### src/rtl/pq_pkg.sv
package pq_pkg;

  typedef logic [1:0] pq_t;

  localparam pq_t PQ_IDLE = 2'b00;
  localparam pq_t PQ_OFF  = 2'b01;
  localparam pq_t PQ_PEND = 2'b10;
  localparam pq_t PQ_QUED = 2'b11;

  typedef enum logic [2:0] {
    OP_NONE,
    OP_FIRE,
    OP_EOI,
    OP_GET,
    OP_SET
  } pq_op_e;

  function automatic pq_t pq_fire_next(input pq_t s);
    case (s)
      PQ_IDLE: pq_fire_next = PQ_PEND;
      PQ_PEND: pq_fire_next = PQ_QUED;
      PQ_QUED: pq_fire_next = PQ_QUED;
      default: pq_fire_next = PQ_OFF;
    endcase
  endfunction

  function automatic logic pq_fire_wants_notify(input pq_t s);
    pq_fire_wants_notify = (s != PQ_OFF);
  endfunction

  function automatic pq_t pq_eoi_next(input pq_t s);
    case (s)
      PQ_IDLE: pq_eoi_next = PQ_IDLE;
      PQ_PEND: pq_eoi_next = PQ_IDLE;
      PQ_QUED: pq_eoi_next = PQ_PEND;
      default: pq_eoi_next = PQ_OFF;
    endcase
  endfunction

  function automatic logic pq_eoi_retrigger(input pq_t s);
    pq_eoi_retrigger = (s == PQ_QUED);
  endfunction

endpackage

### src/rtl/pq_decode.sv
module pq_decode
  import pq_pkg::*;
#(
  parameter int ADDR_W = 16,
  parameter int SHIFT  = 12,
  parameter int N_SRC  = 12,
  parameter int IDX_W  = 4
) (
  input  logic [ADDR_W-1:0] addr,
  input  logic              write,
  input  logic [3:0]        size,
  input  logic              big_endian,
  input  logic [N_SRC-1:0]  src_valid,
  output pq_op_e            op,
  output logic [IDX_W-1:0]  idx,
  output logic              bad,
  output pq_t               set_val
);

  localparam int FULL_W = ADDR_W - SHIFT;

  logic [FULL_W-1:0] idx_full;
  logic              in_range;
  logic              src_ok;
  logic [3:0]        page_op;

  assign idx_full = FULL_W'(addr >> SHIFT);
  assign in_range = (32'(idx_full) < N_SRC);
  assign idx      = IDX_W'(idx_full);
  assign page_op  = addr[11:8];
  assign set_val  = addr[9:8];

  always_comb begin
    src_ok = 1'b0;
    for (int i = 0; i < N_SRC; i++) begin
      if (in_range && (32'(idx_full) == i)) src_ok = src_valid[i];
    end
  end

  always_comb begin
    op = OP_NONE;
    if (write) begin
      if (page_op == 4'h0) op = OP_FIRE;
    end else begin
      case (page_op)
        4'h0:                      op = OP_EOI;
        4'h8:                      op = OP_GET;
        4'hC, 4'hD, 4'hE, 4'hF:    op = OP_SET;
        default:                   op = OP_NONE;
      endcase
    end
  end

  assign bad = (op == OP_NONE) || (size != 4'd8) || !big_endian || !src_ok;

endmodule

### src/rtl/pq_store.sv
module pq_store
  import pq_pkg::*;
#(
  parameter int N_SRC = 12,
  parameter int IDX_W = 4
) (
  input  logic             clk,
  input  logic             rst_n,
  input  logic [IDX_W-1:0] idx,
  output pq_t              old_pq,
  input  logic             wr_en,
  input  pq_t              new_pq
);

  localparam int N_BYTES = (N_SRC + 3) / 4;

  logic [7:0]       mem [N_BYTES];
  logic [7:0]       cur_byte;
  logic [7:0]       merged;
  logic [IDX_W-1:0] byte_sel;
  logic [1:0]       lane;

  assign byte_sel = idx >> 2;
  assign lane     = idx[1:0];

  always_comb begin
    cur_byte = 8'h00;
    for (int b = 0; b < N_BYTES; b++) begin
      if (32'(byte_sel) == b) cur_byte = mem[b];
    end
  end

  assign old_pq = cur_byte[2*lane +: 2];

  always_comb begin
    merged = cur_byte;
    merged[2*lane +: 2] = new_pq;
  end

  for (genvar g = 0; g < N_BYTES; g++) begin : g_byte
    always_ff @(posedge clk) begin
      if (!rst_n)
        mem[g] <= 8'h00;
      else if (wr_en && (32'(byte_sel) == g))
        mem[g] <= merged;
    end
  end

endmodule

### src/rtl/pq_sent_track.sv
module pq_sent_track #(
  parameter int N_SRC = 12,
  parameter int IDX_W = 4
) (
  input  logic             clk,
  input  logic             rst_n,
  input  logic             set_en,
  input  logic             clr_en,
  input  logic [IDX_W-1:0] idx,
  output logic [N_SRC-1:0] sent
);

  for (genvar g = 0; g < N_SRC; g++) begin : g_src
    always_ff @(posedge clk) begin
      if (!rst_n)
        sent[g] <= 1'b0;
      else if (32'(idx) == g) begin
        if (set_en)      sent[g] <= 1'b1;
        else if (clr_en) sent[g] <= 1'b0;
      end
    end
  end

endmodule

### src/rtl/pq_event_ctrl.sv
module pq_event_ctrl
  import pq_pkg::*;
#(
  parameter int ADDR_W = 16,
  parameter int SHIFT  = 12,
  parameter int N_SRC  = 12,
  localparam int IDX_W = (N_SRC > 1) ? $clog2(N_SRC) : 1
) (
  input  logic              clk,
  input  logic              rst_n,
  input  logic              req_valid,
  output logic              req_ready,
  input  logic              req_write,
  input  logic [ADDR_W-1:0] req_addr,
  input  logic [3:0]        req_size,
  input  logic              req_big_endian,
  input  logic [N_SRC-1:0]  src_valid,
  input  logic [N_SRC-1:0]  src_mask,
  input  logic [N_SRC-1:0]  src_level,
  output logic              rd_valid,
  output logic [63:0]       rd_data,
  output logic              notify_valid,
  output logic [IDX_W-1:0]  notify_src,
  output logic [N_SRC-1:0]  sent_status
);

  pq_op_e           op;
  logic [IDX_W-1:0] idx;
  logic             acc_bad;
  pq_t              set_val;
  pq_t              old_pq;
  pq_t              next_pq;
  logic             fire;
  logic             acc_ok;
  logic             wr_en;
  logic             trig_req;
  logic             mask_bit;
  logic             level_bit;
  logic             notify_fire;
  logic             eoi_evt;
  logic [63:0]      ld_data;

  pq_decode #(
    .ADDR_W(ADDR_W), .SHIFT(SHIFT), .N_SRC(N_SRC), .IDX_W(IDX_W)
  ) u_dec (
    .addr(req_addr), .write(req_write), .size(req_size),
    .big_endian(req_big_endian), .src_valid(src_valid),
    .op(op), .idx(idx), .bad(acc_bad), .set_val(set_val)
  );

  pq_store #(.N_SRC(N_SRC), .IDX_W(IDX_W)) u_store (
    .clk(clk), .rst_n(rst_n), .idx(idx), .old_pq(old_pq),
    .wr_en(wr_en), .new_pq(next_pq)
  );

  always_ff @(posedge clk) begin
    if (!rst_n) req_ready <= 1'b0;
    else        req_ready <= 1'b1;
  end

  assign fire   = req_valid && req_ready;
  assign acc_ok = fire && !acc_bad;

  always_comb begin
    mask_bit  = 1'b0;
    level_bit = 1'b0;
    for (int i = 0; i < N_SRC; i++) begin
      if (32'(idx) == i) begin
        mask_bit  = src_mask[i];
        level_bit = src_level[i];
      end
    end
  end

  always_comb begin
    case (op)
      OP_FIRE: next_pq = pq_fire_next(old_pq);
      OP_EOI:  next_pq = pq_eoi_next(old_pq);
      OP_SET:  next_pq = set_val;
      default: next_pq = old_pq;
    endcase
  end

  assign wr_en       = acc_ok && (op == OP_FIRE || op == OP_EOI || op == OP_SET);
  assign trig_req    = acc_ok && (op == OP_FIRE) && pq_fire_wants_notify(old_pq);
  assign notify_fire = trig_req && !mask_bit;
  assign eoi_evt     = acc_ok && (op == OP_EOI);

  always_comb begin
    if (acc_bad)            ld_data = '1;
    else if (op == OP_EOI)  ld_data = {63'd0, pq_eoi_retrigger(old_pq)};
    else                    ld_data = {62'd0, old_pq};
  end

  always_ff @(posedge clk) begin
    if (!rst_n) begin
      rd_valid     <= 1'b0;
      rd_data      <= '0;
      notify_valid <= 1'b0;
      notify_src   <= '0;
    end else begin
      rd_valid     <= fire && !req_write;
      if (fire && !req_write) rd_data <= ld_data;
      notify_valid <= notify_fire;
      if (notify_fire) notify_src <= idx;
    end
  end

  pq_sent_track #(.N_SRC(N_SRC), .IDX_W(IDX_W)) u_sent (
    .clk(clk), .rst_n(rst_n),
    .set_en(notify_fire && level_bit),
    .clr_en(eoi_evt && level_bit),
    .idx(idx), .sent(sent_status)
  );

endmodule

### config.mk
export PLATFORM = sky130hd
export DESIGN_NAME = pq_event_ctrl
export DESIGN_NICKNAME = d
export VERILOG_FILES = /design/src/rtl/pq_pkg.sv /design/src/rtl/pq_decode.sv /design/src/rtl/pq_store.sv /design/src/rtl/pq_sent_track.sv /design/src/rtl/pq_event_ctrl.sv
export SDC_FILE = /design/constraint.sdc
export NUM_CORES = 1
export LEC_CHECK = 0
export BUFFER_PORTS_ARGS = -buffer_cell sky130_fd_sc_hd__buf_4
export CAP_MARGIN = 15
export CORE_MARGIN = 2
export CORE_UTILIZATION = 43
export CTS_BUF_LIST = sky130_fd_sc_hd__clkbuf_4 sky130_fd_sc_hd__clkbuf_8
export DETAILED_ROUTE_END_ITERATION = 8
export GPL_ROUTABILITY_DRIVEN = 0
export PLACE_DENSITY = 0.84
export SETUP_SLACK_MARGIN = 0.05
export SLEW_MARGIN = 20
export SYNTH_ARGS = -nofsm -noshare
export SYNTH_HDL_FRONTEND = slang
export SYNTH_HIERARCHICAL = 1
export SYNTH_SLANG_ARGS = --single-unit
### constraint.sdc
create_clock -name clk -period 4.65 [get_ports clk]
set_input_delay 0.6975 -clock clk [delete_from_list [all_inputs] [get_ports clk]]
set_output_delay 0.6975 -clock clk [all_outputs]
set_load 0.1 [all_outputs]
; Word-level counts from Yosys, hierarchy flattened
; Memory sizes are Yosys's and may differ from the RTL's.
; Cells that the tools add are included.
[classes]
n_addsub = 1
mul = 0
div = 0
magnitude_cmp = 1
n_eq_ne = 25
shift = 3
mux = 64
n_bitwise = 3
reduce_logical = 56
[ops]
columns = operator, n
row1 = 64-bit two-way mux, 1
row2 = 1-bit two-way mux, 50
row3 = 8-bit two-way mux, 6
row4 = 4-bit == test (second input constant), 9
row5 = 3-bit negator with 34-bit output, 1
row6 = 2-bit by 34-bit variable shift with 8-bit output (first input constant), 1
row7 = 2-bit by 34-bit variable part select with 8-bit output, 1
row8 = 1-bit logical AND, 25
row9 = 2-bit AND reduction, 12
row10 = 4-bit by 3-bit == test with 1-bit output (second input constant), 4
row11 = 4-bit logical NOT, 3
row12 = 3-bit one-hot mux with 3 select lines, 1
row13 = 8-bit bitwise mux, 1
row14 = 4-bit by 2-bit == test with 1-bit output (second input constant), 2
row15 = 2-bit one-hot mux with 2 select lines, 2
row16 = 8-bit by 4-bit variable part select with 2-bit output, 1
row17 = 2-bit == test (second input constant), 3
row18 = 2-bit one-hot mux with 3 select lines, 1
row19 = 1-bit logical NOT, 5
row20 = 1-bit logical OR, 5
row21 = 4-bit by 1-bit == test with 1-bit output (second input constant), 1
row22 = 4-bit less-than comparator (second input constant), 1
row23 = 4-bit inequality test (second input constant), 1
row24 = 2-bit OR reduction, 2
row25 = 12 further kinds, 14
[word_totals]
regBits = 83
latch_bits = 0
ramBits = 24
romBits = 0
out_inout_bits = 83
wordCells = 171
mem_count = 1
[memory_table]
columns = name, words, word_bits, rd, rd_clocked_by_memory_dff, wr, line
row1 = u_store.mem, 3, 8, 3, 0, 3, pq_store.sv:17  ; logic [7:0] mem [N_BYTES];

; Longest topological paths before layout
[logic_depth]
word_depth = 24
mapped_depth = 15

; By module
; The synthesis kept the hierarchy.
[by_module_without_submodules]
columns = mod, n_inst, cells_per_inst, area_each_um2, seq_area_each_um2
row1 = pq_store, 1, 117, 1378.8, 720.7
row2 = pq_event_ctrl, 1, 159, 1206.2, 200.2
row3 = pq_sent_track, 1, 54, 558.0, 240.2
row4 = pq_decode, 1, 27, 229.0, 0.0

; Worst setup path after synthesis
; OpenSTA, ideal clock, no wires.
[synth_timing]
path_kind = input-to-reg
start = in req_addr[14]
end = reg u_sent.sent[3]
arrival_ns = 3.067
required_ns = 4.519
path_slack_ns = 1.452
stages = 15
path_buffers = 3
cell_sequence = buf_4 buf_6 mux2_4 a22oi_2 a22oi_1 and3_1 nand2b_1 nand3_1 nor4_1 o211a_1 buf_6 and2_1 o211ai_2 o311ai_1 o41ai_1
[synth_between]
elab_cells_between_ends = 83
cone_classes = order compare (1) / eq/ne (14) / shift (1) / mux (40) / reduce/logical (27)
[synth_lines]
columns = item, line
row1 = from (decl), pq_event_ctrl.sv:14  ; input logic [ADDR_W-1:0] req_addr,
row2 = 4-bit logical NOT, pq_store.sv:29  ; if (32'(byte_sel) == b) cur_byte = mem[b];
row3 = 8-bit two-way mux (2 in a row), pq_store.sv:29
row4 = 8-bit two-way mux *, pq_store.sv:29
row5 = 8-bit by 4-bit variable part select with 2-bit output *, pq_store.sv:33  ; assign old_pq = cur_byte[2*lane +: 2];
row6 = via old_pq[0], pq_event_ctrl.sv:31  ; pq_t old_pq;
row7 = 2-bit by 1-bit inequality test with 1-bit output *, pq_pkg.sv:28  ; pq_fire_wants_notify = (s != PQ_OFF);
row8 = 1-bit logical AND *, pq_event_ctrl.sv:85  ; assign trig_req = acc_ok && (op == OP_FIRE) && pq_fire_wants_notify(old_pq);
row9 = 1-bit logical AND *, pq_event_ctrl.sv:86  ; assign notify_fire = trig_req && !mask_bit;
row10 = 1-bit logical AND *, pq_event_ctrl.sv:111  ; .set_en(notify_fire && level_bit),
row11 = 2-bit nonzero test (no source line), -
row12 = 2-bit AND reduction (no source line), -
row13 = "to (signal, indexed assignment)", pq_sent_track.sv:16  ; sent[g] <= 1'b0;
row14 = "to (signal, indexed assignment)", pq_sent_track.sv:18  ; if (set_en) sent[g] <= 1'b1;
row15 = "to (signal, indexed assignment)", pq_sent_track.sv:19  ; else if (clr_en) sent[g] <= 1'b0;
row16 = to (decl), pq_sent_track.sv:10  ; output logic [N_SRC-1:0] sent
; Mark *: on every way through the listed nets, which the timed path passes. The rest lies on a longest branch.
; A chain may end at the register's enable or synchronous reset.

; Final worst setup path
[layout_timing]
start = in req_addr[12]
end = reg u_sent.sent[6]
[layout_between]
elab_chain_cells = 24
elab_cells_between_ends = 77
cone_classes = order compare (1) / eq/ne (12) / shift (1) / mux (37) / reduce/logical (26)
[layout_rtl]
columns = item, line
row1 = 4-bit less-than comparator / 4-bit logical NOT (equally long branches), "pq_decode.sv:28, pq_decode.sv:36"
row2 = 1-bit logical AND, pq_decode.sv:36  ; if (in_range && (32'(idx_full) == i)) src_ok = src_valid[i];
row3 = 1-bit two-way mux (11 in a row), pq_decode.sv:36
row4 = 1-bit two-way mux *, pq_decode.sv:36
row5 = 1-bit logical NOT *, pq_decode.sv:54  ; assign bad = (op == OP_NONE) || (size != 4'd8) || !big_endian || !src_ok;
row6 = 1-bit logical OR *, pq_decode.sv:54
row7 = via acc_bad, pq_event_ctrl.sv:29  ; logic acc_bad;
row8 = 1-bit logical NOT *, pq_event_ctrl.sv:62  ; assign acc_ok = fire && !acc_bad;
row9 = 1-bit logical AND *, pq_event_ctrl.sv:62
row10 = 1-bit logical AND (2 in a row), pq_event_ctrl.sv:85
row11 = 1-bit logical AND, pq_event_ctrl.sv:86
row12 = 1-bit logical AND, pq_event_ctrl.sv:111
row13 = 2-bit nonzero test (no source line), -
row14 = 2-bit AND reduction (no source line), -
; Marked as above.

==> qor.txt <==
Effective utilization at floorplan: 44.1%
Num ports: 144
Clock tree from TritonCTS: built
Final setup vio count: 0
Proportion of synthesized chip area in sequential cells: 34.4%
Post-route worst setup slack: 0.829 ns
Via count: 2,770
Total length of routed wires: 7560 um
Category of the critical setup timing path: in -> reg
Worst Path Max Fanout: 43
Worst ir drop on vdd: 0.143 mV
Number of flops mapped to enable cells by yosys: 24
Diodes inserted: 0
Required arrival time at the worst endpoint: 4.85 ns
Worst-case hold slack: 0.464 ns
GR Util All Layers: 17.2%
Post-Place Cell Area: 0.00397 mm2
Area of the core: 0.00765 mm2
Placement Setup Slack: 0.576 ns
Worst clock skew: 0.00751 ns
Switching share of power: 39.5%
Maximum clock frequency: 262 MHz
Insertion delay of the later-clocked pin in the worst-skew pair: 0.30 ns
Remaining antenna violation count after routing: 0
Total global routing overflow: 0
Finished layout cell area: 0.00406 mm2
Row cnt: 32
WP data arrival: 4.02 ns
Number of buffers added to fix hold violations after cts: 0
Most frequent standard cell in the layout excluding fill and tap cells: buf_4
Largest net degree at the start of global routing: 64
Drt wl/cell: 14.3 um
Post-Synthesis Mean Instance Area: 9.45 um2
Number of buffers created by CTS: 5
Type of destination of the critical path: flop
Most frequent cells in the layout: buf_4, nand2_1, nor2_1
Slew Limit Headroom: 38.0%
Die W: 92.6 um
Total internal power: 0.661 mW
RSZ-0062 raised after global routing: no
Maximum root-to-sink buffer count: 2
Post-detail-place hpwl: 5670 um
Period utilisation layout: 82.2%
Switching power: 0.431 mW
Predominant post-synthesis flop cell: edfxtp_1
Wire length of the first global-routing pass: 11,900 um
Fraction of final layout cells with drive strength greater than 1: 41.6%
Total nets after synthesis: 423
Unique cell type count in the Yosys netlist: 59
Routed vias/inst: 5.26
Post-synthesis cell count: 357
Synthesis Warnings: 6
Cell Count, Final, Fillers Out: 527
Detailed Route Iter0 Violations: 251
Endpoint of the worst-slack reg-to-reg timing path: u_sent/sent[6]$_SDFFE_PN0P_
CP Launch Point: req_addr[12]
Reg-to-reg critical path startpoint: u_store/mem[1][0]$_SDFFCE_PN0P_
Worst-margin pin slew: 0.930 ns
Total negative slack: 0 ns
Startpoint of the lowest-slack hold path: notify_src[2]$_SDFFE_PN0P_
Area enclosed by the die boundary: 0.00857 mm2
Area added between synthesis and finish: 20.5%
Utilization after layout: 53.1%
Worst reg-to-reg path cell count: 11
Residual DRC count: 0
Biggest area consumer among synthesized cells: edfxtp_1
Minimum clock period: 3.82 ns
Fin. Hold Viols: 0
Total power per unit cell area: 269 mW/mm2
Clock-pin slew on the worst setup and hold paths: 0.09 ns
CTS H-tree depth: 2
Post-synth top area share: 21.4%
Number of iterations in the first detailed-routing pass: 4
Initial antenna violation count: 0
PnR Total Power: 1.09 mW
Clock root cell: clkbuf_8
Worst setup path endpoint: u_sent/sent[6]$_SDFFE_PN0P_
Die height: 92.6 um
Count of port buffers added during placement: 135
Number of sinks handled by clock tree synthesis: 46
Share of flip-flops with an asynchronous set or reset after synthesis: 0%
Syn Std Cell Area: 0.00337 mm2
Synthesis-stage register bit count: 46
Cell types with the largest area share after synthesis: edfxtp_1, buf_4, dfxtp_1
Portion of total power attributed to sequential cells: 40.6%
Static Leak: 1.75 nW
Total instance count after detailed placement: 519
Setup slack of the most critical reg-to-reg path: 1.53 ns
Total of max-cap violations: 0
Clock Power Share: 23.0%
Outcome: complete, no violations
Pins over their slew limit: 0
Layout Nets: 490
Post-CTS resize count: 0
Number of buffers inserted to repair setup after CTS: 0
Kind of path behind the tightest hold check: reg -> reg
Logic pwr share: 36.4%
Critical path startpoint category: primary input
Via count of the first global-routing pass: 2,559
-- cells by family after synthesis --
group                    share of synthesized area [%]
AO/OA/AOI/OAI                                     13.6
XOR/XNOR                                         0.520
adder cells (fa/ha/maj)                           1.86
buffers and inverters                             18.1
flip-flops                                        34.4
multiplexers                                      10.2
AND/OR/NAND/NOR                                   21.2
-- worst max-delay path, cell delays in order --
cell and delay (ns):
buf_4 0.39, mux4_1 0.32, nor2_1 0.04, o41ai_1 0.40
o2111ai_1 0.35, nor4_1 0.44, o211a_1 0.37, and2_1 0.30
nand2_1 0.30, o41ai_1 0.40
-- worst min-delay path by stage --
stage	to	cells after the start
6_report	notify_src[2]$_SDFFE_PN0P_	2
5_1_grt	notify_src[2]$_SDFFE_PN0P_	2
4_1_cts	notify_src[2]$_SDFFE_PN0P_	2
3_5_place_dp	notify_src[2]$_SDFFE_PN0P_	2
3_3_place_gp	notify_src[0]$_SDFFE_PN0P_	2
2_1_floorplan	req_ready$_DFF_P_	0
-- synthesized netlist by cell type, drive strengths merged (4+ instances only) --
cell type,instances
a22oi,10
buf,75
o41ai,4
nand3,7
mux2,11
and2,7
ha,5
dfxtp,22
o211ai,5
o21ai,13
nor2,28
nand3b,6
mux2i,13
a21oi,6
edfxtp,24
inv,6
nand2b,6
nor3,4
nor2b,14
nor4,7
nand2,30
clkbuf,6
o22a,6
-- power groups by stage --
| stage | Combinational, mW | Clock (mW) | Sequential (mW) |
|---|---|---|---|
| after floorplan | 0.327 | 0 | 0.466 |
| after global placement | 0.392 | 0 | 0.452 |
| after detailed placement | 0.397 | 0 | 0.453 |
| after CTS | 0.397 | 0.256 | 0.444 |
| after global routing | 0.414 | 0.274 | 0.445 |
| final | 0.397 | 0.251 | 0.443 |
-- flip-flops by register name (all words and copies together) (netlist names) --
| signal | flops |
|---|---|
| notify_valid | 1 |
| notify_src | 4 |
| u_sent/sent | 12 |
| rd_data | 3 |
| rd_valid | 1 |
| req_ready | 1 |
| u_store/mem | 24 |
-- routing by layer --
metal  GRT usage [%]  wire length [um]  up-vias  part of all wire (%)
met4            4.35               104        0                   1.4
met2            31.9              3880      118                    51
li1                -                 -     1357                     -
met3            3.74               656        8                   8.7
met5               0                 0        -                     0
met1            19.9              2910     1287                    39
-- final cells by class --
| cell class | instances | area, um2 |
|---|---|---|
| Clock inverter | 2 | 11.3 |
| Timing Repair Buffer | 141 | 1060 |
| Sequential cell | 46 | 1160 |
| Clock buffer | 6 | 82.6 |
| Fill cell | 650 | 3580 |
| Multi-Input combinational cell | 224 | 1600 |
| Tap cell | 102 | 128 |
| Inverter | 6 | 22.5 |
Note: power is estimated with default switching activity, not from simulation.
